`config.mk`:
```
export PLATFORM = sky130hd
export DESIGN_NAME = osr_receiver
export DESIGN_NICKNAME = d
export VERILOG_FILES = /design/src/rtl/osr_pkg.sv /design/src/rtl/osr_datapath.sv /design/src/rtl/osr_control.sv /design/src/rtl/osr_receiver.sv
export SDC_FILE = /design/constraint.sdc
export NUM_CORES = 1
export LEC_CHECK = 0
export BUFFER_PORTS_ARGS = -buffer_cell sky130_fd_sc_hd__buf_2
export CAP_MARGIN = 40
export CELL_PAD_IN_SITES_DETAIL_PLACEMENT = 0
export CELL_PAD_IN_SITES_GLOBAL_PLACEMENT = 1
export CORE_ASPECT_RATIO = 0.9
export CORE_MARGIN = 2
export CORE_UTILIZATION = 50
export CTS_BUF_LIST = sky130_fd_sc_hd__clkbuf_4
export CTS_CLUSTER_SIZE = 40
export DETAILED_ROUTE_END_ITERATION = 10
export GPL_ROUTABILITY_DRIVEN = 0
export PLACE_DENSITY = 0.9
export SLEW_MARGIN = 0
export SYNTH_ARGS = -nofsm -noshare
export SYNTH_HDL_FRONTEND = slang
export SYNTH_SLANG_ARGS = --single-unit
```
`constraint.sdc`:
```
create_clock -name clk -period 5.1 [get_ports clk]
set_clock_uncertainty 0.15 [all_clocks]
set_input_delay 0 -clock clk [delete_from_list [all_inputs] [get_ports clk]]
set_output_delay 0 -clock clk [all_outputs]
set_load 0.1 [all_outputs]
```
`src/rtl/osr_pkg.sv`:
```
package osr_pkg;

  typedef enum logic [1:0] {
    RX_HUNT,
    RX_START,
    RX_DATA,
    RX_STOP
  } rxState_t;

  // strobes from control to datapath
  typedef struct packed {
    logic tick;       // 16x tick this cycle
    logic sampleNow;  // take one of the three mid-bit samples
    logic startOk;    // start bit accepted, clear assembly
    logic dataBit;    // shift voted bit into the word
    logic deliver;    // publish word and error flags
    logic countIdle;  // idle counter allowed to run
  } rxStrobes_t;

endpackage

```
`src/rtl/osr_datapath.sv`:
```
module osr_datapath
  import osr_pkg::*;
#(
  parameter int OVS    = 16,
  parameter int DATA_W = 8
) (
  input  logic              clk,
  input  logic              rstN,
  input  logic              rxLine,
  input  logic              cfgNineBit,
  input  logic              cfgParityEn,
  input  logic              cfgParityOdd,
  input  rxStrobes_t        strb,
  output logic              vote,
  output logic              lastBit,
  output logic              idleHit,
  output logic [DATA_W:0]   rxWord,
  output logic              wordStrobe,
  output logic              noiseErr,
  output logic              frameErr,
  output logic              parityErr
);

  localparam int WORD_W = DATA_W + 1;
  localparam int CNT_W  = $clog2((DATA_W + 3) * OVS + 1);
  localparam logic [CNT_W-1:0] LIM_SHORT = CNT_W'((DATA_W + 2) * OVS);
  localparam logic [CNT_W-1:0] LIM_LONG  = CNT_W'((DATA_W + 3) * OVS);

  logic [1:0]        sampPair;
  logic              disagree;
  logic [WORD_W-1:0] shiftReg;
  logic [WORD_W-1:0] assembled;
  logic              noiseAcc;
  logic [CNT_W-1:0]  idleCnt;
  logic [CNT_W-1:0]  idleLim;

  // first two samples held, third taken live on the deciding tick
  always_ff @(posedge clk) begin
    if (!rstN) sampPair <= '0;
    else if (strb.sampleNow) sampPair <= {sampPair[0], rxLine};
  end

  assign vote = (sampPair[1] & sampPair[0]) | (sampPair[1] & rxLine) | (sampPair[0] & rxLine);
  assign disagree = !((sampPair[1] == sampPair[0]) && (sampPair[0] == rxLine));

  always_ff @(posedge clk) begin
    if (!rstN) begin
      shiftReg <= '0;
      noiseAcc <= 1'b0;
    end else if (strb.startOk) begin
      shiftReg <= '0;
      noiseAcc <= disagree;
    end else if (strb.dataBit) begin
      shiftReg <= {vote, shiftReg[WORD_W-1:1]};
      noiseAcc <= noiseAcc | disagree;
    end
  end

  assign assembled = cfgNineBit ? shiftReg : {1'b0, shiftReg[WORD_W-1:1]};
  assign lastBit   = shiftReg[WORD_W-1];

  always_ff @(posedge clk) begin
    if (!rstN) begin
      rxWord     <= '0;
      noiseErr   <= 1'b0;
      frameErr   <= 1'b0;
      parityErr  <= 1'b0;
      wordStrobe <= 1'b0;
    end else begin
      wordStrobe <= strb.deliver;
      if (strb.deliver) begin
        rxWord    <= assembled;
        noiseErr  <= noiseAcc | disagree;
        frameErr  <= ~vote;
        parityErr <= cfgParityEn & ((^assembled) ^ cfgParityOdd);
      end
    end
  end

  // idle-line counter, saturating at the frame length
  assign idleLim = cfgNineBit ? LIM_LONG : LIM_SHORT;

  always_ff @(posedge clk) begin
    if (!rstN || !strb.countIdle) idleCnt <= '0;
    else if (strb.tick) begin
      if (!rxLine) idleCnt <= '0;
      else if (idleCnt != idleLim) idleCnt <= idleCnt + 1'b1;
    end
  end

  assign idleHit = strb.countIdle && strb.tick && rxLine && (idleCnt == idleLim - 1'b1);

  p_strobe_pulse_r2: assert property (@(posedge clk) disable iff (!rstN)
    wordStrobe |=> !wordStrobe);

  p_flags_hold_r7: assert property (@(posedge clk) disable iff (!rstN)
    !wordStrobe |-> $stable({rxWord, noiseErr, frameErr, parityErr}));

endmodule

```
`src/rtl/osr_control.sv`:
```
module osr_control
  import osr_pkg::*;
#(
  parameter int OVS    = 16,
  parameter int DATA_W = 8
) (
  input  logic       clk,
  input  logic       rstN,
  input  logic       rxLine,
  input  logic       tick16,
  input  logic       rxEnable,
  input  logic       cfgNineBit,
  input  logic       cfgLongIdle,
  input  logic       cfgWakeAddr,
  input  logic       wakeSet,
  input  logic       vote,
  input  logic       lastBit,
  input  logic       idleHit,
  output rxStrobes_t strb,
  output logic       rxActive,
  output logic       idleSeen,
  output logic       asleep
);

  localparam int PH_W = $clog2(OVS);
  localparam int BI_W = $clog2(DATA_W + 1);
  localparam logic [PH_W-1:0] PH_FIRST = PH_W'(OVS / 2 - 1);
  localparam logic [PH_W-1:0] PH_LAST  = PH_W'(OVS / 2 + 1);
  localparam logic [PH_W-1:0] PH_WRAP  = PH_W'(OVS - 1);

  rxState_t        state;
  logic [PH_W-1:0] phase;
  logic [BI_W-1:0] bitIdx;
  logic [BI_W-1:0] lastIdx;
  logic            wakeMode;
  logic            armed;
  logic            huntLow, inFrame, bitDone, stopBit, addrWake, idleNext;

  assign inFrame  = (state != RX_HUNT);
  assign huntLow  = rxEnable && tick16 && !inFrame && !rxLine;
  assign bitDone  = tick16 && inFrame && (phase == PH_LAST);
  assign stopBit  = bitDone && (state == RX_STOP);
  assign addrWake = stopBit && wakeMode && cfgWakeAddr && lastBit;
  assign lastIdx  = cfgNineBit ? BI_W'(DATA_W) : BI_W'(DATA_W - 1);
  assign idleNext = idleHit && armed && !wakeMode;

  always_comb begin
    strb.tick      = tick16;
    strb.sampleNow = tick16 && inFrame && (phase >= PH_FIRST) && (phase <= PH_LAST);
    strb.startOk   = bitDone && (state == RX_START) && !vote;
    strb.dataBit   = bitDone && (state == RX_DATA);
    strb.deliver   = stopBit && rxEnable && (!wakeMode || addrWake);
    strb.countIdle = rxEnable && (!cfgLongIdle || !inFrame);
  end

  always_ff @(posedge clk) begin
    if (!rstN || !rxEnable) begin
      state  <= RX_HUNT;
      phase  <= '0;
      bitIdx <= '0;
    end else if (huntLow) begin
      state <= RX_START;
      phase <= PH_W'(1);
    end else if (tick16 && inFrame) begin
      phase <= (phase == PH_WRAP) ? '0 : phase + 1'b1;
      if (bitDone) begin
        case (state)
          RX_START: begin
            state  <= vote ? RX_HUNT : RX_DATA;
            bitIdx <= '0;
          end
          RX_DATA: begin
            if (bitIdx == lastIdx) state <= RX_STOP;
            else bitIdx <= bitIdx + 1'b1;
          end
          default: state <= RX_HUNT;
        endcase
      end
    end
  end

  always_ff @(posedge clk) begin
    if (!rstN) begin
      rxActive <= 1'b0;
      wakeMode <= 1'b0;
      armed    <= 1'b0;
      idleSeen <= 1'b0;
    end else begin
      if (!rxEnable)    rxActive <= 1'b0;
      else if (huntLow) rxActive <= 1'b1;
      else if (idleHit) rxActive <= 1'b0;

      if (wakeSet) wakeMode <= 1'b1;
      else if (addrWake || (idleHit && !cfgWakeAddr)) wakeMode <= 1'b0;

      if (strb.deliver) armed <= 1'b1;
      else if (idleNext) armed <= 1'b0;

      idleSeen <= idleNext;
    end
  end

  assign asleep = wakeMode;

  p_frame_active_r9: assert property (@(posedge clk) disable iff (!rstN)
    inFrame |-> rxActive);

endmodule

```
`src/rtl/osr_receiver.sv`:
```
module osr_receiver
  import osr_pkg::*;
#(
  parameter int OVS    = 16,
  parameter int DATA_W = 8
) (
  input  logic            clk,
  input  logic            rstN,
  input  logic            rxLine,
  input  logic            tick16,
  input  logic            rxEnable,
  input  logic            cfgNineBit,
  input  logic            cfgParityEn,
  input  logic            cfgParityOdd,
  input  logic            cfgLongIdle,
  input  logic            cfgWakeAddr,
  input  logic            wakeSet,
  output logic [DATA_W:0] rxWord,
  output logic            wordStrobe,
  output logic            noiseErr,
  output logic            frameErr,
  output logic            parityErr,
  output logic            rxActive,
  output logic            idleSeen,
  output logic            asleep
);

  rxStrobes_t strb;
  logic       vote, lastBit, idleHit;

  osr_control #(.OVS(OVS), .DATA_W(DATA_W)) i_control (
    .clk(clk), .rstN(rstN), .rxLine(rxLine), .tick16(tick16),
    .rxEnable(rxEnable), .cfgNineBit(cfgNineBit), .cfgLongIdle(cfgLongIdle),
    .cfgWakeAddr(cfgWakeAddr), .wakeSet(wakeSet), .vote(vote),
    .lastBit(lastBit), .idleHit(idleHit), .strb(strb),
    .rxActive(rxActive), .idleSeen(idleSeen), .asleep(asleep)
  );

  osr_datapath #(.OVS(OVS), .DATA_W(DATA_W)) i_datapath (
    .clk(clk), .rstN(rstN), .rxLine(rxLine), .cfgNineBit(cfgNineBit),
    .cfgParityEn(cfgParityEn), .cfgParityOdd(cfgParityOdd), .strb(strb),
    .vote(vote), .lastBit(lastBit), .idleHit(idleHit), .rxWord(rxWord),
    .wordStrobe(wordStrobe), .noiseErr(noiseErr), .frameErr(frameErr),
    .parityErr(parityErr)
  );

  p_idle_apart_from_word_r8: assert property (@(posedge clk) disable iff (!rstN)
    wordStrobe |-> !idleSeen);

  p_quiet_when_off_r12: assert property (@(posedge clk) disable iff (!rstN)
    $past(!rxEnable) |-> !wordStrobe);

endmodule

```
Word level (Yosys, flattened, before mapping)
Index checks and enable logic that the tools add are counted.
{"block": "totals", "reg_bits": 47, "out_inout_bits": 16, "wordCells": 128}
{"block": "op_classes", "n_addsub": 4, "n_lt_le_gt_ge": 2, "eq_ne": 14, "muxes": 24, "n_bitwise": 11, "n_reduce_logical": 55}
{"operator": "logical AND 1 bit", "n": 24}
{"operator": "two-way mux 8 bit", "n": 2}
{"operator": "nonzero test 2 bit", "n": 8}
{"operator": "two-way mux 1 bit", "n": 13}
{"operator": "two-way mux 4 bit", "n": 3}
{"operator": "zero test 1 bit", "n": 10}
{"operator": "two-way mux 9 bit", "n": 1}
{"operator": "XOR reduction 9 bit", "n": 1}
{"operator": "adder 4 x 1 -> 4 bit, second input constant", "n": 2}
{"operator": "adder 8 x 1 -> 8 bit, second input constant", "n": 1}
{"operator": "equality test 4 bit, second input constant", "n": 2}
{"operator": "equality test 8 bit", "n": 1}
{"operator": "!= test 8 bit", "n": 1}
{"operator": "case mux 4 bit (2 select lines)", "n": 1}
{"operator": "subtractor 8 x 1 -> 8 bit, second input constant", "n": 1}
{"operator": "AND reduction 3 bit", "n": 2}
{"operator": "logical OR 1 bit", "n": 5}
{"operator": "two-way mux 5 bit", "n": 1}
{"operator": "AND reduction 5 bit", "n": 1}
{"operator": "bitwise AND 1 bit", "n": 4}
{"operator": "equality test 2 bit, second input constant", "n": 2}
{"operator": "equality test 4 bit", "n": 1}
{"operator": "greater-or-equal comparator 4 x 3 -> 1 bit, second input constant", "n": 1}
{"operator": "less-or-equal comparator 4 bit, second input constant", "n": 1}
{"operator": "12 further kinds", "n": 21}

Longest topological paths before layout
{"block": "depth", "depth_word": 11, "mapped_depth": 8, "depth_no_buf": 7}

By module
A second synthesis with hierarchy kept.
{"block": "unflattened", "hier_cells": 281, "area_unflattened_um2": 2521.2}
{"mod": "osr_datapath", "instances": 1, "cells_each": 170, "area_each_um2": 1609.0, "seq_area_each_um2": 660.6}
{"mod": "osr_control", "instances": 1, "cells_each": 111, "area_each_um2": 912.1, "seq_area_each_um2": 280.3}

Worst setup path after synthesis
OpenSTA, ideal clock, no wires.
{"block": "synth_path", "path_type": "flip-flop to flip-flop", "from": "reg i_control.state[0]", "to": "reg i_control.wakeMode, in the netlist i_control.asleep", "setup_ps": 115, "arrival_time_ps": 1740, "t_required_ps": 4835, "slack_ps": 3095, "stages_incl_launch_ff": 8, "synth_period_minus_slack_ps": 2005, "cell_sequence": "dfxtp_1 inv_1 ha_1 or2b_2 or3b_1 or3_1 o211a_1 o21a_1"}
{"block": "synth_via", "elab_chain_len": 10, "elab_cells_between_ends": 17}
{"element": "from (decl)", "line_no": "osr_control.sv:31", "text": "rxState_t state;"}
{"element": "from (signal assigned)", "line_no": "osr_control.sv:69", "text": "state <= vote ? RX_HUNT : RX_DATA;"}
{"element": "nonzero test 2 bit", "line_no": "osr_control.sv:39", "text": "assign inFrame = (state != RX_HUNT);"}
{"element": "zero test 1 bit", "line_no": "osr_control.sv:53", "text": "strb.countIdle = rxEnable && (!cfgLongIdle || !inFrame);"}
{"element": "logical OR 1 bit", "line_no": "osr_control.sv:53"}
{"element": "logical AND 1 bit", "line_no": "osr_control.sv:53"}
{"element": "logical AND 1 bit (3 in series)", "line_no": "osr_datapath.sv:91", "text": "assign idleHit = strb.countIdle && strb.tick && rxLine && (idleCnt == idleLim - 1'b1);"}
{"element": "logical AND 1 bit", "line_no": "osr_control.sv:94", "text": "else if (addrWake || (idleHit && !cfgWakeAddr)) wakeMode <= 1'b0;"}
{"element": "logical OR 1 bit *", "line_no": "osr_control.sv:94"}
{"element": "nonzero test 2 bit (no source line) *"}
{"element": "to (signal assigned)", "line_no": "osr_control.sv:85", "text": "wakeMode <= 1'b0;"}
{"element": "to (signal assigned)", "line_no": "osr_control.sv:93", "text": "if (wakeSet) wakeMode <= 1'b1;"}
{"element": "to (signal assigned)", "line_no": "osr_control.sv:94"}
{"element": "to (decl)", "line_no": "osr_control.sv:35", "text": "logic wakeMode;"}
Mark *: on every way between the ends. The rest lies on a longest branch, timed or not.
A chain may end at the register's enable or synchronous reset.

Worst setup path in the final report
{"block": "layout_path", "from": "reg i_control.state[0]", "to": "reg i_datapath.parityErr"}
{"block": "layout_via", "elab_chain_len": 9, "elab_cells_between_ends": 11}
{"element": "nonzero test 2 bit", "line_no": "osr_control.sv:39"}
{"element": "logical AND 1 bit (2 in series)", "line_no": "osr_control.sv:41", "text": "assign bitDone = tick16 && inFrame && (phase == PH_LAST);"}
{"element": "logical AND 1 bit *", "line_no": "osr_control.sv:42", "text": "assign stopBit = bitDone && (state == RX_STOP);"}
{"element": "logical AND 1 bit (3 in series)", "line_no": "osr_control.sv:43", "text": "assign addrWake = stopBit && wakeMode && cfgWakeAddr && lastBit;"}
{"element": "logical OR 1 bit", "line_no": "osr_control.sv:52", "text": "strb.deliver = stopBit && rxEnable && (!wakeMode || addrWake);"}
{"element": "logical AND 1 bit *", "line_no": "osr_control.sv:52"}
{"element": "to (signal assigned)", "line_no": "osr_datapath.sv:75", "text": "parityErr <= cfgParityEn & ((^assembled) ^ cfgParityOdd);"}
{"element": "to (decl)", "line_no": "osr_datapath.sv:21", "text": "output logic parityErr"}
Marks and branches as above.

==> results.sh <==
export IMPL_die_area_um2=5260
export IMPL_via_per_inst=5.24
export IMPL_end_kind="flip-flop"
export IMPL_clk_latency_ps=350
export IMPL_antenna_found_initial=0
export IMPL_dr_pass1_iters=4
export IMPL_crit_chain="inv_1 > ha_1 > and4bb_2 > nand2_2 > a211oi_4 > nand3_1 > a21boi_0 > dlygate4sd3_1"
export IMPL_globalRouteOverflowTotal=0
export IMPL_cts_tree="built"
export IMPL_drtIter0Drc=86
export IMPL_io_buffers=26
export IMPL_syn_avg_cell_area_um2=9.18
export IMPL_crit_fanout=25
export IMPL_hp_class="input pin to flip-flop"
export IMPL_power_share_combinational_pct=7.6
export IMPL_cp_slowest_stage_delay_ps=730
export IMPL_worstSetupPathType="flip-flop to flip-flop"
export IMPL_tns_ps=0
export IMPL_wl_mm=4.72
export IMPL_switching_share_pct=24.5
export IMPL_internal_power_uw=435
export IMPL_nets=317
export IMPL_grt_pass1_wl_mm=8.16
export IMPL_track_usage_pct=18.8
export IMPL_drv_cap=0
export IMPL_post_cts_buffers=0
export IMPL_ctsHtreeMaxLevel=2
export IMPL_clkPwrFrac_pct=28.0
export IMPL_status="complete, no violations"
export IMPL_yosysTopAreaCell="dfxtp_1"
export IMPL_worstMarginPinSlew_ps=900
export IMPL_synth_area_um2=2350
export IMPL_slew_violations=0
export IMPL_vias=1864
export IMPL_p_leak_uw=0.00122
export IMPL_setup_violations=0
export IMPL_synth_top_area_share_pct=40.0
export IMPL_slew_headroom_pct=39.8
export IMPL_wl_per_cell_um=13.3
export IMPL_clk_pin_slew_ps=130
export IMPL_drc=0
export IMPL_synth_main_ff_cell="dfxtp_1"
export IMPL_core_area_um2=4490
export IMPL_ir_drop_uv=139
export IMPL_rsz0062_at_grt="false"
export IMPL_fp_dieW_um=76.3
export IMPL_dp_hpwl_mm=3.33
export IMPL_finalCriticalPeriod_ps=2970
export IMPL_rows=23
export IMPL_p_switching_uw=141
export IMPL_whs_ps=128
export IMPL_clock_path_buffers=2
export IMPL_grt_pass1_vias=1721
export IMPL_synth_seq_cells=47
export IMPL_final_hold_violation_count=0
export IMPL_initial_core_util_pct=52.3
export IMPL_synth_cells=256
export IMPL_cts_sinks=47
export IMPL_max_freq_mhz=337
export IMPL_cts_made_buffers=5
export IMPL_syn_nets=279
export IMPL_slowest_stage="a211oi_4"
export IMPL_die_y_um=69.0
export IMPL_synth_edff_count=0
export IMPL_layout_common_cells="47 x dfxtp_1, 29 x nor2_1, 26 x buf_2"
export IMPL_area_growth_pct=14.9
export IMPL_power_density_nw_per_um2=213
export IMPL_yosysUniqueCellTypes=48
export IMPL_ant_nets=0
export IMPL_num_io_pins=27
export IMPL_layout_drive_gt1_share_pct=13.6
export IMPL_postSynth_asyncResetShare_pct=0
export IMPL_synth_warnings=0
export IMPL_grt_max_degree=26
export IMPL_ys_seq_area_share_pct=40.0
export IMPL_crit_required_ps=5240
export IMPL_synth_area_top_cells="dfxtp_1 40%, mux2i_1 8.1%, ha_1 6.4%, nor2_1 4.6%, o211a_1 4.3%"
export IMPL_clockRootBuffer="clkbuf_4"
export IMPL_diodes=0
export IMPL_cp_arrival_ps=3110
export IMPL_cp_start_kind="flip-flop"
export IMPL_seqPwrFrac_pct=64.4
export IMPL_layout_commonest_cell="dfxtp_1"
export IMPL_finalCritPeriodShare_pct=58.3
[worst max-delay path, delay by kind of cell, from the launching register on]
kind / cells / cell delay, ps
AOI/OAI and AO/OA: 2 / 910
DFF: 1 / 380
buffers and inverters: 2 / 630
adders and majority gates: 1 / 250
and+or+nand+nor: 3 / 600
[worst paths after layout]
| check | depth (start not counted) | slack [ps] | to | start |
|---|---|---|---|---|
| setup reg to reg | 8 | 2130 | i_datapath.parityErr | i_control.state[0] |
| setup / recovery | 8 | 2130 | i_datapath.parityErr | i_control.state[0] |
| hold / removal | 4 | 130 | i_datapath.wordStrobe | cfgWakeAddr |
| hold reg to reg | 2 | 320 | i_datapath.noiseAcc | i_datapath.noiseAcc |
[layer usage]
metal  track usage [%]  wire (um)  vias up  part of all wire [%]
li1                  -          -      967                     -
met4              4.24         37        0                  0.78
met1              26.7       2430      861                    51
met3              3.93        145        4                   3.1
met2              29.5       2110       32                    45
met5                 0          0        -                     0
[registers in the layout, indices dropped and copies added (netlist names), 2 cells and up]
signal               count
i_datapath.rxWord        9
i_control.phase          4
i_control.bitIdx         4
i_control.state          2
i_datapath.shiftReg      9
i_datapath.sampPair      2
i_datapath.idleCnt       8
[cell families (layout without fill, tap and decap cells)]
group | after synthesis | in the layout | synth area share (%)
and+or+nand+nor | 94 | 94 | 20.0
AOI/OAI and AO/OA | 47 | 47 | 14.8
DFF | 47 | 47 | 40.0
muxes | 20 | 20 | 8.57
buffers and inverters | 19 | 57 | 3.25
xor gates and xnor gates | 17 | 17 | 6.92
adders and majority gates | 12 | 12 | 6.39
[synth_stat cells, types with 2 or more instances]
library cell  count
mux2i_1          19
a21boi_0          3
nand4_1           4
nand3_1           9
o2111ai_1         2
clkbuf_1          4
xnor2_1           8
xor2_1            8
buf_2             4
o211a_1          10
o21ai_0           6
nand2b_1          3
or3_1             3
nor2_1           29
inv_1            11
and3_1            3
a21oi_1          13
dfxtp_1          47
ha_1             12
nand2_1          24
nor2b_1           5
o21a_1            2
a22oi_1           2
[power by group through the flow]
stage                     clock network (uW)  registers (uW)  logic (uW)
after floorplan                            0             385        19.4
after global placement                     0             379        37.2
after detailed placement                   0             379        37.7
after CTS                                167             371        43.7
after global routing                     179             372        48.0
final                                    161             371        43.9
[through the flow]
step	area [um^2]	util [%]	total power [uW]	setup slack (ps)	instances
5_1_grt	2700	60.1	598	1910	356
2_1_floorplan	2350	-	404	3100	256
3_3_place_gp	2520	56.2	416	2720	336
4_1_cts	2700	60.1	582	2090	356
6_report	2700	60.1	576	2130	356
3_5_place_dp	2520	56.2	417	2630	336
[layout make-up]
class                   instances  area [um^2]
repair buffers                 39          260
multi-input cells             190         1330
well taps                      62         77.6
clock inverters                 2         8.76
flip-flops and latches         47          941
inverters                      11         41.3
fillers                       418         1790
clock buffers                   5         37.5
[timing repair]
item	CTS	global route
setup endpoints to repair	0	0
hold buffers	13	0
resized for setup	0	0
hold endpoints to repair	32	0
No activity file was read; power rests on OpenSTA's default activity.
